## config.mk

```make
export PLATFORM = sky130hd
export DESIGN_NAME = spreg_bank
export DESIGN_NICKNAME = d
export VERILOG_FILES = /design/src/rtl/spreg_pkg.sv /design/src/rtl/spreg_gate.sv /design/src/rtl/spreg_refcnt.sv /design/src/rtl/spreg_bank.sv
export SDC_FILE = /design/constraint.sdc
export NUM_CORES = 1
export LEC_CHECK = 0
export ABC_CLOCK_PERIOD_IN_PS = 2750
export BUFFER_PORTS_ARGS = -buffer_cell sky130_fd_sc_hd__clkbuf_2
export CORE_MARGIN = 2
export CORE_UTILIZATION = 45
export CTS_CLUSTER_DIAMETER = 40
export DETAILED_ROUTE_END_ITERATION = 10
export MAX_ROUTING_LAYER = met4
export PLACE_DENSITY = 0.68
export SLEW_MARGIN = 30
export SYNTH_ARGS = -nofsm -noshare
export SYNTH_HDL_FRONTEND = slang
export SYNTH_HIERARCHICAL = 1
export SYNTH_SLANG_ARGS = --single-unit
```

## constraint.sdc

```tcl
create_clock -name clk -period 2.75 [get_ports clk]
set_clock_uncertainty 0.1 [all_clocks]
set_input_delay 0.55 -clock clk [delete_from_list [all_inputs] [get_ports clk]]
set_output_delay 0.55 -clock clk [all_outputs]
set_load 0.01 [all_outputs]
```

## src/rtl/spreg_pkg.sv

```systemverilog
// Package: shared index map and status-word field positions for the
// special register file. Assumes a status word at least 16 bits wide.
package spreg_pkg;
    localparam int IDX_W    = 4;
    localparam int LVL_W    = 4;
    localparam int LVL_LSB  = 12;
    localparam int OLD_LSB  = 8;
    localparam int KEEP_W   = 8;

    typedef enum logic [IDX_W-1:0] {
        SR_STATUS  = 4'd0,
        SR_TRAP_PC = 4'd1,
        SR_TRAP_AD = 4'd2,
        SR_SAVE    = 4'd3,
        SR_REFCNT  = 4'd8
    } sr_idx_e;

    localparam logic [LVL_W-1:0] LVL_USER = '1;
endpackage

```

## src/rtl/spreg_gate.sv

```systemverilog
// Module: privilege gate. Classifies one request as a permitted get,
// permitted set, return-from-trap or violation. Assumes a request that
// coincides with trap entry is dropped, so it yields nothing.
module spreg_gate
    import spreg_pkg::*;
(
    input  logic             acc_valid,
    input  logic             acc_write,
    input  logic             acc_dst_zero,
    input  logic             trap_valid,
    input  logic [LVL_W-1:0] level,
    output logic             viol,
    output logic             do_get,
    output logic             do_set,
    output logic             do_rtt
);
    logic live;

    // Qualify the request and split it by kind.
    always_comb begin
        live   = acc_valid && !trap_valid;
        viol   = live && (level == LVL_USER);
        do_get = live && !viol && !acc_write;
        do_set = live && !viol && acc_write;
        do_rtt = do_get && acc_dst_zero;
    end
endmodule

```

## src/rtl/spreg_refcnt.sv

```systemverilog
// Module: memory-reference counter. Loads on a write, otherwise adds
// one per reference strobe; wraps at the top of its width.
module spreg_refcnt #(
    parameter int W = 32
) (
    input  logic         clk,
    input  logic         rst_n,
    input  logic         load,
    input  logic [W-1:0] load_val,
    input  logic         inc,
    output logic [W-1:0] count
);
    // Counter register with write taking precedence over increment.
    always_ff @(posedge clk) begin
        if (!rst_n)
            count <= '0;
        else if (load)
            count <= load_val;
        else if (inc)
            count <= count + W'(1);
    end
endmodule

```

## src/rtl/spreg_bank.sv

```systemverilog
// Module: privileged special register file (top). Holds the status word,
// trap PC, trap address, trap-save word and reference counter; answers
// gets and sets one cycle later and performs trap entry and return.
// Assumes one request per cycle and DATA_W >= 16.
module spreg_bank
    import spreg_pkg::*;
#(
    parameter int DATA_W = 32
) (
    input  logic              clk,
    input  logic              rst_n,
    input  logic              acc_valid,
    input  logic              acc_write,
    input  logic [3:0]        acc_idx,
    input  logic              acc_dst_zero,
    input  logic [DATA_W-1:0] acc_wdata,
    input  logic              trap_valid,
    input  logic              trap_is_mem,
    input  logic [DATA_W-1:0] trap_pc,
    input  logic [DATA_W-1:0] trap_addr,
    input  logic              mem_ref,
    output logic              rd_valid,
    output logic [DATA_W-1:0] rd_data,
    output logic              priv_trap,
    output logic              pc_load,
    output logic [DATA_W-1:0] pc_value
);
    localparam int LVL_MSB = LVL_LSB + LVL_W - 1;
    localparam int OLD_MSB = OLD_LSB + LVL_W - 1;

    logic [DATA_W-1:0] status_q, tpc_q, tad_q, save_q, cnt_q;
    logic [DATA_W-1:0] rd_mux;
    logic              viol, do_get, do_set, do_rtt;
    logic              cnt_load;

    spreg_gate u_gate (
        .acc_valid    (acc_valid),
        .acc_write    (acc_write),
        .acc_dst_zero (acc_dst_zero),
        .trap_valid   (trap_valid),
        .level        (status_q[LVL_MSB:LVL_LSB]),
        .viol         (viol),
        .do_get       (do_get),
        .do_set       (do_set),
        .do_rtt       (do_rtt)
    );

    assign cnt_load = do_set && (acc_idx == SR_REFCNT);

    spreg_refcnt #(.W(DATA_W)) u_cnt (
        .clk      (clk),
        .rst_n    (rst_n),
        .load     (cnt_load),
        .load_val (acc_wdata),
        .inc      (mem_ref),
        .count    (cnt_q)
    );

    // Read multiplexer: implemented indices return state, others zero.
    always_comb begin
        case (acc_idx)
            SR_STATUS:  rd_mux = status_q;
            SR_TRAP_PC: rd_mux = tpc_q;
            SR_TRAP_AD: rd_mux = tad_q;
            SR_SAVE:    rd_mux = save_q;
            SR_REFCNT:  rd_mux = cnt_q;
            default:    rd_mux = '0;
        endcase
    end

    // Register updates: trap entry, software sets and level restore.
    always_ff @(posedge clk) begin
        if (!rst_n) begin
            status_q <= '0;
            tpc_q    <= '0;
            tad_q    <= '0;
            save_q   <= '0;
        end else if (trap_valid) begin
            tpc_q <= trap_pc;
            if (trap_is_mem)
                tad_q <= trap_addr;
            status_q[OLD_MSB:OLD_LSB] <= status_q[LVL_MSB:LVL_LSB];
            status_q[LVL_MSB:LVL_LSB] <= '0;
        end else if (do_set) begin
            case (acc_idx)
                SR_STATUS:  status_q <= acc_wdata;
                SR_TRAP_PC: tpc_q    <= acc_wdata;
                SR_TRAP_AD: tad_q    <= acc_wdata;
                SR_SAVE:    save_q   <= acc_wdata;
                default:    ;
            endcase
        end else if (do_rtt) begin
            status_q[LVL_MSB:LVL_LSB] <= status_q[OLD_MSB:OLD_LSB];
        end
    end

    // Response registers: one-cycle pulses with data zeroed when idle.
    always_ff @(posedge clk) begin
        if (!rst_n) begin
            rd_valid  <= 1'b0;
            rd_data   <= '0;
            priv_trap <= 1'b0;
            pc_load   <= 1'b0;
            pc_value  <= '0;
        end else begin
            rd_valid  <= do_get && !acc_dst_zero;
            rd_data   <= (do_get && !acc_dst_zero) ? rd_mux : '0;
            priv_trap <= viol;
            pc_load   <= do_rtt;
            pc_value  <= do_rtt ? rd_mux : '0;
        end
    end
endmodule

```

After elaboration in Yosys (flattened, before gate mapping)
Cells that the tools add are included.
{ "classes": {"n_bitwise": 2, "addsub": 1, "n_mux": 15, "n_eq_ne": 7, "n_reduce_logical": 28} }
{ "op_table": {"columns": ["cell", "n"], "rows": [
  ["$mux W32", 9],
  ["$pmux W32 S5", 1],
  ["$add A32 B1 Y32 const B", 1],
  ["$mux W16", 1],
  ["$mux W12", 1],
  ["$mux W4", 3],
  ["$reduce_bool A2 Y1", 6],
  ["$reduce_and A2 Y1", 5],
  ["$reduce_and A3 Y1", 3],
  ["$eq A4 B2 Y1 const B", 2],
  ["$eq A4 B4 Y1 const B", 2],
  ["$logic_and A1 B1 Y1", 8],
  ["$eq A4 B1 Y1 const B", 1],
  ["$logic_not A1 Y1", 4],
  ["$logic_not A4 Y1", 1],
  ["$ne A2 B1 Y1 const B", 2],
  ["$not A1 Y1", 2],
  ["$reduce_or A2 Y1", 1]
]} }
{ "totals": {"ff_bits": 227, "out_inout_bits": 67, "elab_cells": 65} }

Longest topological paths before layout
{ "logic_depth": {"ltp_word": 9, "mapped_depth": 9} }

Hierarchy
Netlist, hierarchy kept.
{ "modules_own_cells": {"columns": ["module", "area_per_inst_um2", "cells_each", "seq_area_each_um2", "instances"], "rows": [
  ["spreg_bank", 8896.0, 969, 3903.7, 1],
  ["spreg_refcnt", 1955.6, 240, 640.6, 1],
  ["spreg_gate", 55.1, 6, 0.0, 1]
]} }

Least setup slack after synthesis
OpenSTA, ideal clock, no wires.
{ "synth_path": {"kind": "input to register", "start": "input port trap_valid", "end": "register u_cnt.count[2]", "n_path_buf": 3, "path_stages": 8, "t_arrival_ns": 2.443, "slack_ns": 0.092, "setup_ns": 0.115, "t_required_ns": 2.535, "cell_sequence": "nand2b_1 nor3b_1 clkbuf_1 and2_1 clkbuf_1 buf_1 o21ai_0 and2_1"} }
{ "synth_via": {"elab_chain_cells": 8} }
{ "synth_rtl": {"columns": ["item", "line_no", "rtl"], "rows": [
  ["start: declaration", "spreg_bank.sv:17", "input logic trap_valid,"],
  ["$logic_not A1 Y1 *", "spreg_gate.sv:21", "live = acc_valid && !trap_valid;"],
  ["$logic_and A1 B1 Y1 *", "spreg_gate.sv:21", null],
  ["$logic_and A1 B1 Y1", "spreg_gate.sv:22", "viol = live && (level == LVL_USER);"],
  ["$logic_not A1 Y1", "spreg_gate.sv:24", "do_set = live && !viol && acc_write;"],
  ["$logic_and A1 B1 Y1 * (2 in series)", "spreg_gate.sv:24", null],
  ["via do_set", "spreg_bank.sv:33", "logic viol, do_get, do_set, do_rtt;"],
  ["$logic_and A1 B1 Y1 *", "spreg_bank.sv:48", "assign cnt_load = do_set && (acc_idx == SR_REFCNT);"],
  ["via cnt_load", "spreg_bank.sv:34", "logic cnt_load;"],
  ["$mux W32 or $reduce_bool A2 Y1 (tied branches)", null, null],
  ["end signal: assignment", "spreg_refcnt.sv:18", "count <= load_val;"],
  ["end signal: assignment", "spreg_refcnt.sv:20", "count <= count + W'(1);"],
  ["end: declaration", "spreg_refcnt.sv:11", "output logic [W-1:0] count"]
]} }
Mark *: on every way through the listed nets, which the timed path passes. The rest lies on a longest branch.
A chain may end at the register's enable or synchronous reset.

Final worst setup path
{ "layout_path": {"start": "register status_q[12]", "end": "register u_cnt.count[31]"} }
{ "layout_via": {"elab_chain_cells": 7} }
{ "layout_rtl": {"columns": ["item", "line_no", "rtl"], "rows": [
  ["start: declaration", "spreg_bank.sv:31", "logic [DATA_W-1:0] status_q, tpc_q, tad_q, save_q, cnt_q;"],
  ["start signal: indexed assignment", "spreg_bank.sv:82", "status_q[OLD_MSB:OLD_LSB] <= status_q[LVL_MSB:LVL_LSB];"],
  ["start signal: assignment", "spreg_bank.sv:86", "SR_STATUS: status_q <= acc_wdata;"],
  ["start signal: indexed assignment", "spreg_bank.sv:93", "status_q[LVL_MSB:LVL_LSB] <= status_q[OLD_MSB:OLD_LSB];"],
  ["$eq A4 B4 Y1 *", "spreg_gate.sv:22", null],
  ["$logic_and A1 B1 Y1 *", "spreg_gate.sv:22", null],
  ["$logic_not A1 Y1 *", "spreg_gate.sv:24", null],
  ["$logic_and A1 B1 Y1 * (2 in series)", "spreg_gate.sv:24", null],
  ["via do_set", "spreg_bank.sv:33", null],
  ["$logic_and A1 B1 Y1 *", "spreg_bank.sv:48", null],
  ["via cnt_load", "spreg_bank.sv:34", null],
  ["$mux W32 or $reduce_bool A2 Y1 (tied branches)", null, null]
]} }
Marks and branches as above.

==> impl_results.md <==
* DR DRC count at 0
* Setup TNS at 0 ps
* Core footprint at 23,600 µm²
* Later-pin clock latency in the skew report at 510 ps
* Post-DP HPWL at between 20,000 and 25,000 µm
* Share of layout cells above drive strength 1 at between 20% and 30%
* H-tree Lvls at 2
* Yosys synthesis warning count at 6
* Critical Path Stages at 8
* Final Hold Fails at 0
* Final instance area at 13,200 µm²
* Global route overflow at 0
* Post-synthesis mux area share at roughly 8.1%
* Static leakage at 0.00516 µW
* Remaining antenna violation count after routing at 0
* Worst path arrival time at ~2900 ps
* Syn_nets at 1,324
* Worst setup SP type: register
* Sequential Power Share at 40.6%
* Unrepaired setup endpoints after global routing: no
* Least-Margin Pin Slew at between 900 and 1000 ps
* Reg2reg setup slack at 240 ps
* Worst stage delay on the critical path at 570 ps
* Final setup violation count at 0
* Worst slack at placement at about 110 ps
* Mapped Cells at 1,215
* Via count at 10,300
* Vias in the first global route at 9,680
* Period utilization at between 90% and 100%
* Worst hold path type: primary input to register
* Compound-Gate Fraction of Synth Area at between 20% and 30%
* F_max at around 400 MHz
* Post-Layout Cell Count at 1,702
* Multi-input combinational cell area at about 5700 µm²
* Mapped Area at approximately 11,000 µm²
* ANT cells at 0
* Sequential area share after synthesis at 41.7%
* Register area at between 4000 and 5000 µm²
* Netlist cell types at 74
* IO Pins at roughly 180
* CTS Buf Count at 35
* Post-Route WL at around 37,000 µm
* Crit path capture type: register
* Post-synthesis adder-cell area fraction at less than 1%
* Critical path cell sequence: and4_4 -> nor3b_1 -> buf_4 -> and2_1 -> and3b_1 -> or4b_2 -> or4_1 -> nand3_1
* Clock power share at between 50% and 60%
* Area Growth Syn to Fin at 21.1%
* Peak VDD IR at 0.456 mV
* EDFF count, synth at 0
* Logic gate share of total power at about 8.4%
* Status: finished clean
* Clock Path Buffers at 3
* DR WL/cell at between 20 and 25 µm
* Top FF cell, synth: dfxtp_1
* Worst Slack Setup Final at 243 ps
* Root Buffer: clkbuf_16
* Rows at 56
* Pin count of the biggest net entering global routing at about 100
* Placed Instances at around 1,600
* Initial drt markers at ~1,100
* I/O Buffers at 174
* Syn_area_per_cell at 8.98 µm²
* Sw power at 2170 µW
* DIE AREA at between 20,000 and 30,000 µm²
* Synth Area in XOR/XNOR at less than 1%
* CP startpoint: status_q[12]
* Final #Nets at between 1,000 and 1,500
* Crit path max-delay family: simple AND/OR/NAND/NOR gates
* Kind of critical path: register to register
* Crit-path max FO at 5
* Reg-to-Reg End: u_cnt/count[31]
* Slew Viols, Final at 0
* Overall Power at between 8000 and 9000 µW
* CP Capture Point: u_cnt/count[31]
* CTS tree: done
* CP bufs+invs at 1
* Initial core utilization at a little under half
* DR pass1 iterations at 6
* Die W at roughly 160 µm
* CTS clock-pin slew for the worst setup and hold paths at 60 ps
* Postcts setup bufs at 0
* Switch share at ~26%
* Hold path startpoint: trap_pc[1]
* Slowest CP cell: or4b_2
* Gpl congestion at 0.897
* Synthesized-area fraction occupied by and/or/nand/nor cells at approximately 17%
* Placed cell area at about 12,000 µm²
* Power per standard cell area at between 600 and 700 nW/µm²
* Die Y at between 150 and 200 µm
* Global-route wire length before repair at 57,000 µm
* Max-cap violation count at 0
* CTS Hold Bufs at 0
* Initial antenna violation count at 0
* Post-CTS sizing at 0
* Flops & latches, synth at 227
* Slew margin rel. at approximately 33%
* Largest family of logic cells by synthesized area: compound AO/OA/AOI/OAI gates
* GRT Util Overall at a little under 30%
* Min Tclk post-route at between 2000 and 3000 ps
* Int Pwr at 6270 µW
* Req. time, crit path at between 3000 and 4000 ps
* Reg2reg start: status_q[12]
* CTS sink cnt at between 200 and 250
* FFs w/ async S/R, synth at 0%
* # fillers at ~2,200
* Vias per Instance at 6.07
* R2R cell count at 8
worst register-to-register path, cell delays in order (launching register included):
cell and delay, ps:
dfxtp_1 410, and4_4 290, nor3b_1 60, buf_4 150
and2_1 150, and3b_1 220, or4b_2 570, or4_1 410
nand3_1 90
cell type report:
type / instances / area share (%)
Inverter: 10 / 0.284
Clock buffer: 42 / 7.21
Timing Repair Buffer: 224 / 10.4
Sequential cell: 227 / 34.4
Clock inverter: 22 / 1.49
Tap cell: 319 / 3.02
Multi-Input combinational cell: 858 / 43.2
worst min-delay path by stage:
stage,slack [ps],depth (start not counted),endpoint
finish,200,3,tpc_q[1]
floorplan,330,2,tad_q[12]
CTS,200,3,tpc_q[29]
detailed placement,340,2,tad_q[11]
global route,230,3,tpc_q[6]
global placement,340,2,tad_q[18]
registers in the layout (all words and copies together) (netlist names):
| register | cells |
|---|---|
| rd_data | 32 |
| rd_valid | 1 |
| u_cnt/count | 32 |
| tpc_q | 32 |
| status_q | 32 |
| tad_q | 32 |
| pc_load | 1 |
| priv_trap | 1 |
| pc_value | 32 |
| save_q | 32 |
Yosys cell counts, drive strengths merged (40+ instances only):
| cell | count | area [µm²] |
|---|---|---|
| a21boi | 60 | 450 |
| a21oi | 74 | 370 |
| a31oi | 41 | 257 |
| buf | 50 | 374 |
| clkbuf | 69 | 260 |
| dfxtp | 227 | 4540 |
| mux2 | 49 | 552 |
| nand2 | 58 | 218 |
| nand3 | 71 | 360 |
| nor2 | 40 | 150 |
| o21ai | 166 | 835 |
metrics by stage:
stage | utilization, % | hold slack [ps]
4_1_cts | 55.9 | 200
6_report | 55.9 | 204
3_3_place_gp | 51.1 | 338
2_1_floorplan | - | 330
5_1_grt | 55.9 | 231
3_5_place_dp | 51.1 | 344
kinds of logic after synthesis:
family,after synthesis
flip-flops,227
multiplexers,82
AND/OR/NAND/NOR,318
buffers and inverters,130
adder cells (fa/ha/maj),1
AO/OA/AOI/OAI,445
XOR/XNOR,12
per-layer routing:
layer / vias to the layer above / GRT usage, % / routed length (µm)
met1: 4963 / 37.9 / 15800
met2: 489 / 44.9 / 17000
met5: - / - / 0
met3: 60 / 6.49 / 3390
li1: 4813 / - / -
met4: 0 / 9.63 / 913
power by group through the flow:
stage	logic, µW	clock network, µW	registers [µW]
detailed placement	693	0	3490
global route	756	4520	3430
CTS	697	4360	3420
finish	706	4310	3430
floorplan	414	0	3470
global placement	685	0	3490
cells in the final DEF (no fill, tap or decap), types with 6 or more instances in the layout:
cell type / n
a21boi_0: 6
a21boi_1: 54
a21oi_1: 74
a222oi_1: 16
a22oi_1: 15
a31oi_1: 41
and3_1: 6
and3b_1: 31
buf_12: 10
buf_4: 41
clkbuf_16: 35
clkbuf_2: 172
dfxtp_1: 227
inv_1: 9
inv_6: 10
mux2_2: 48
mux2i_1: 33
nand2_1: 58
nand2b_1: 6
nand3_1: 70
nand4_1: 13
nor2_1: 40
nor3_1: 9
o211a_1: 7
o211ai_1: 32
o21ai_0: 144
o21ai_1: 21
o221a_2: 8
o31ai_1: 9
or2_2: 31
or4_1: 9
xor2_1: 7
Note: power is estimated with default switching activity, not from simulation.
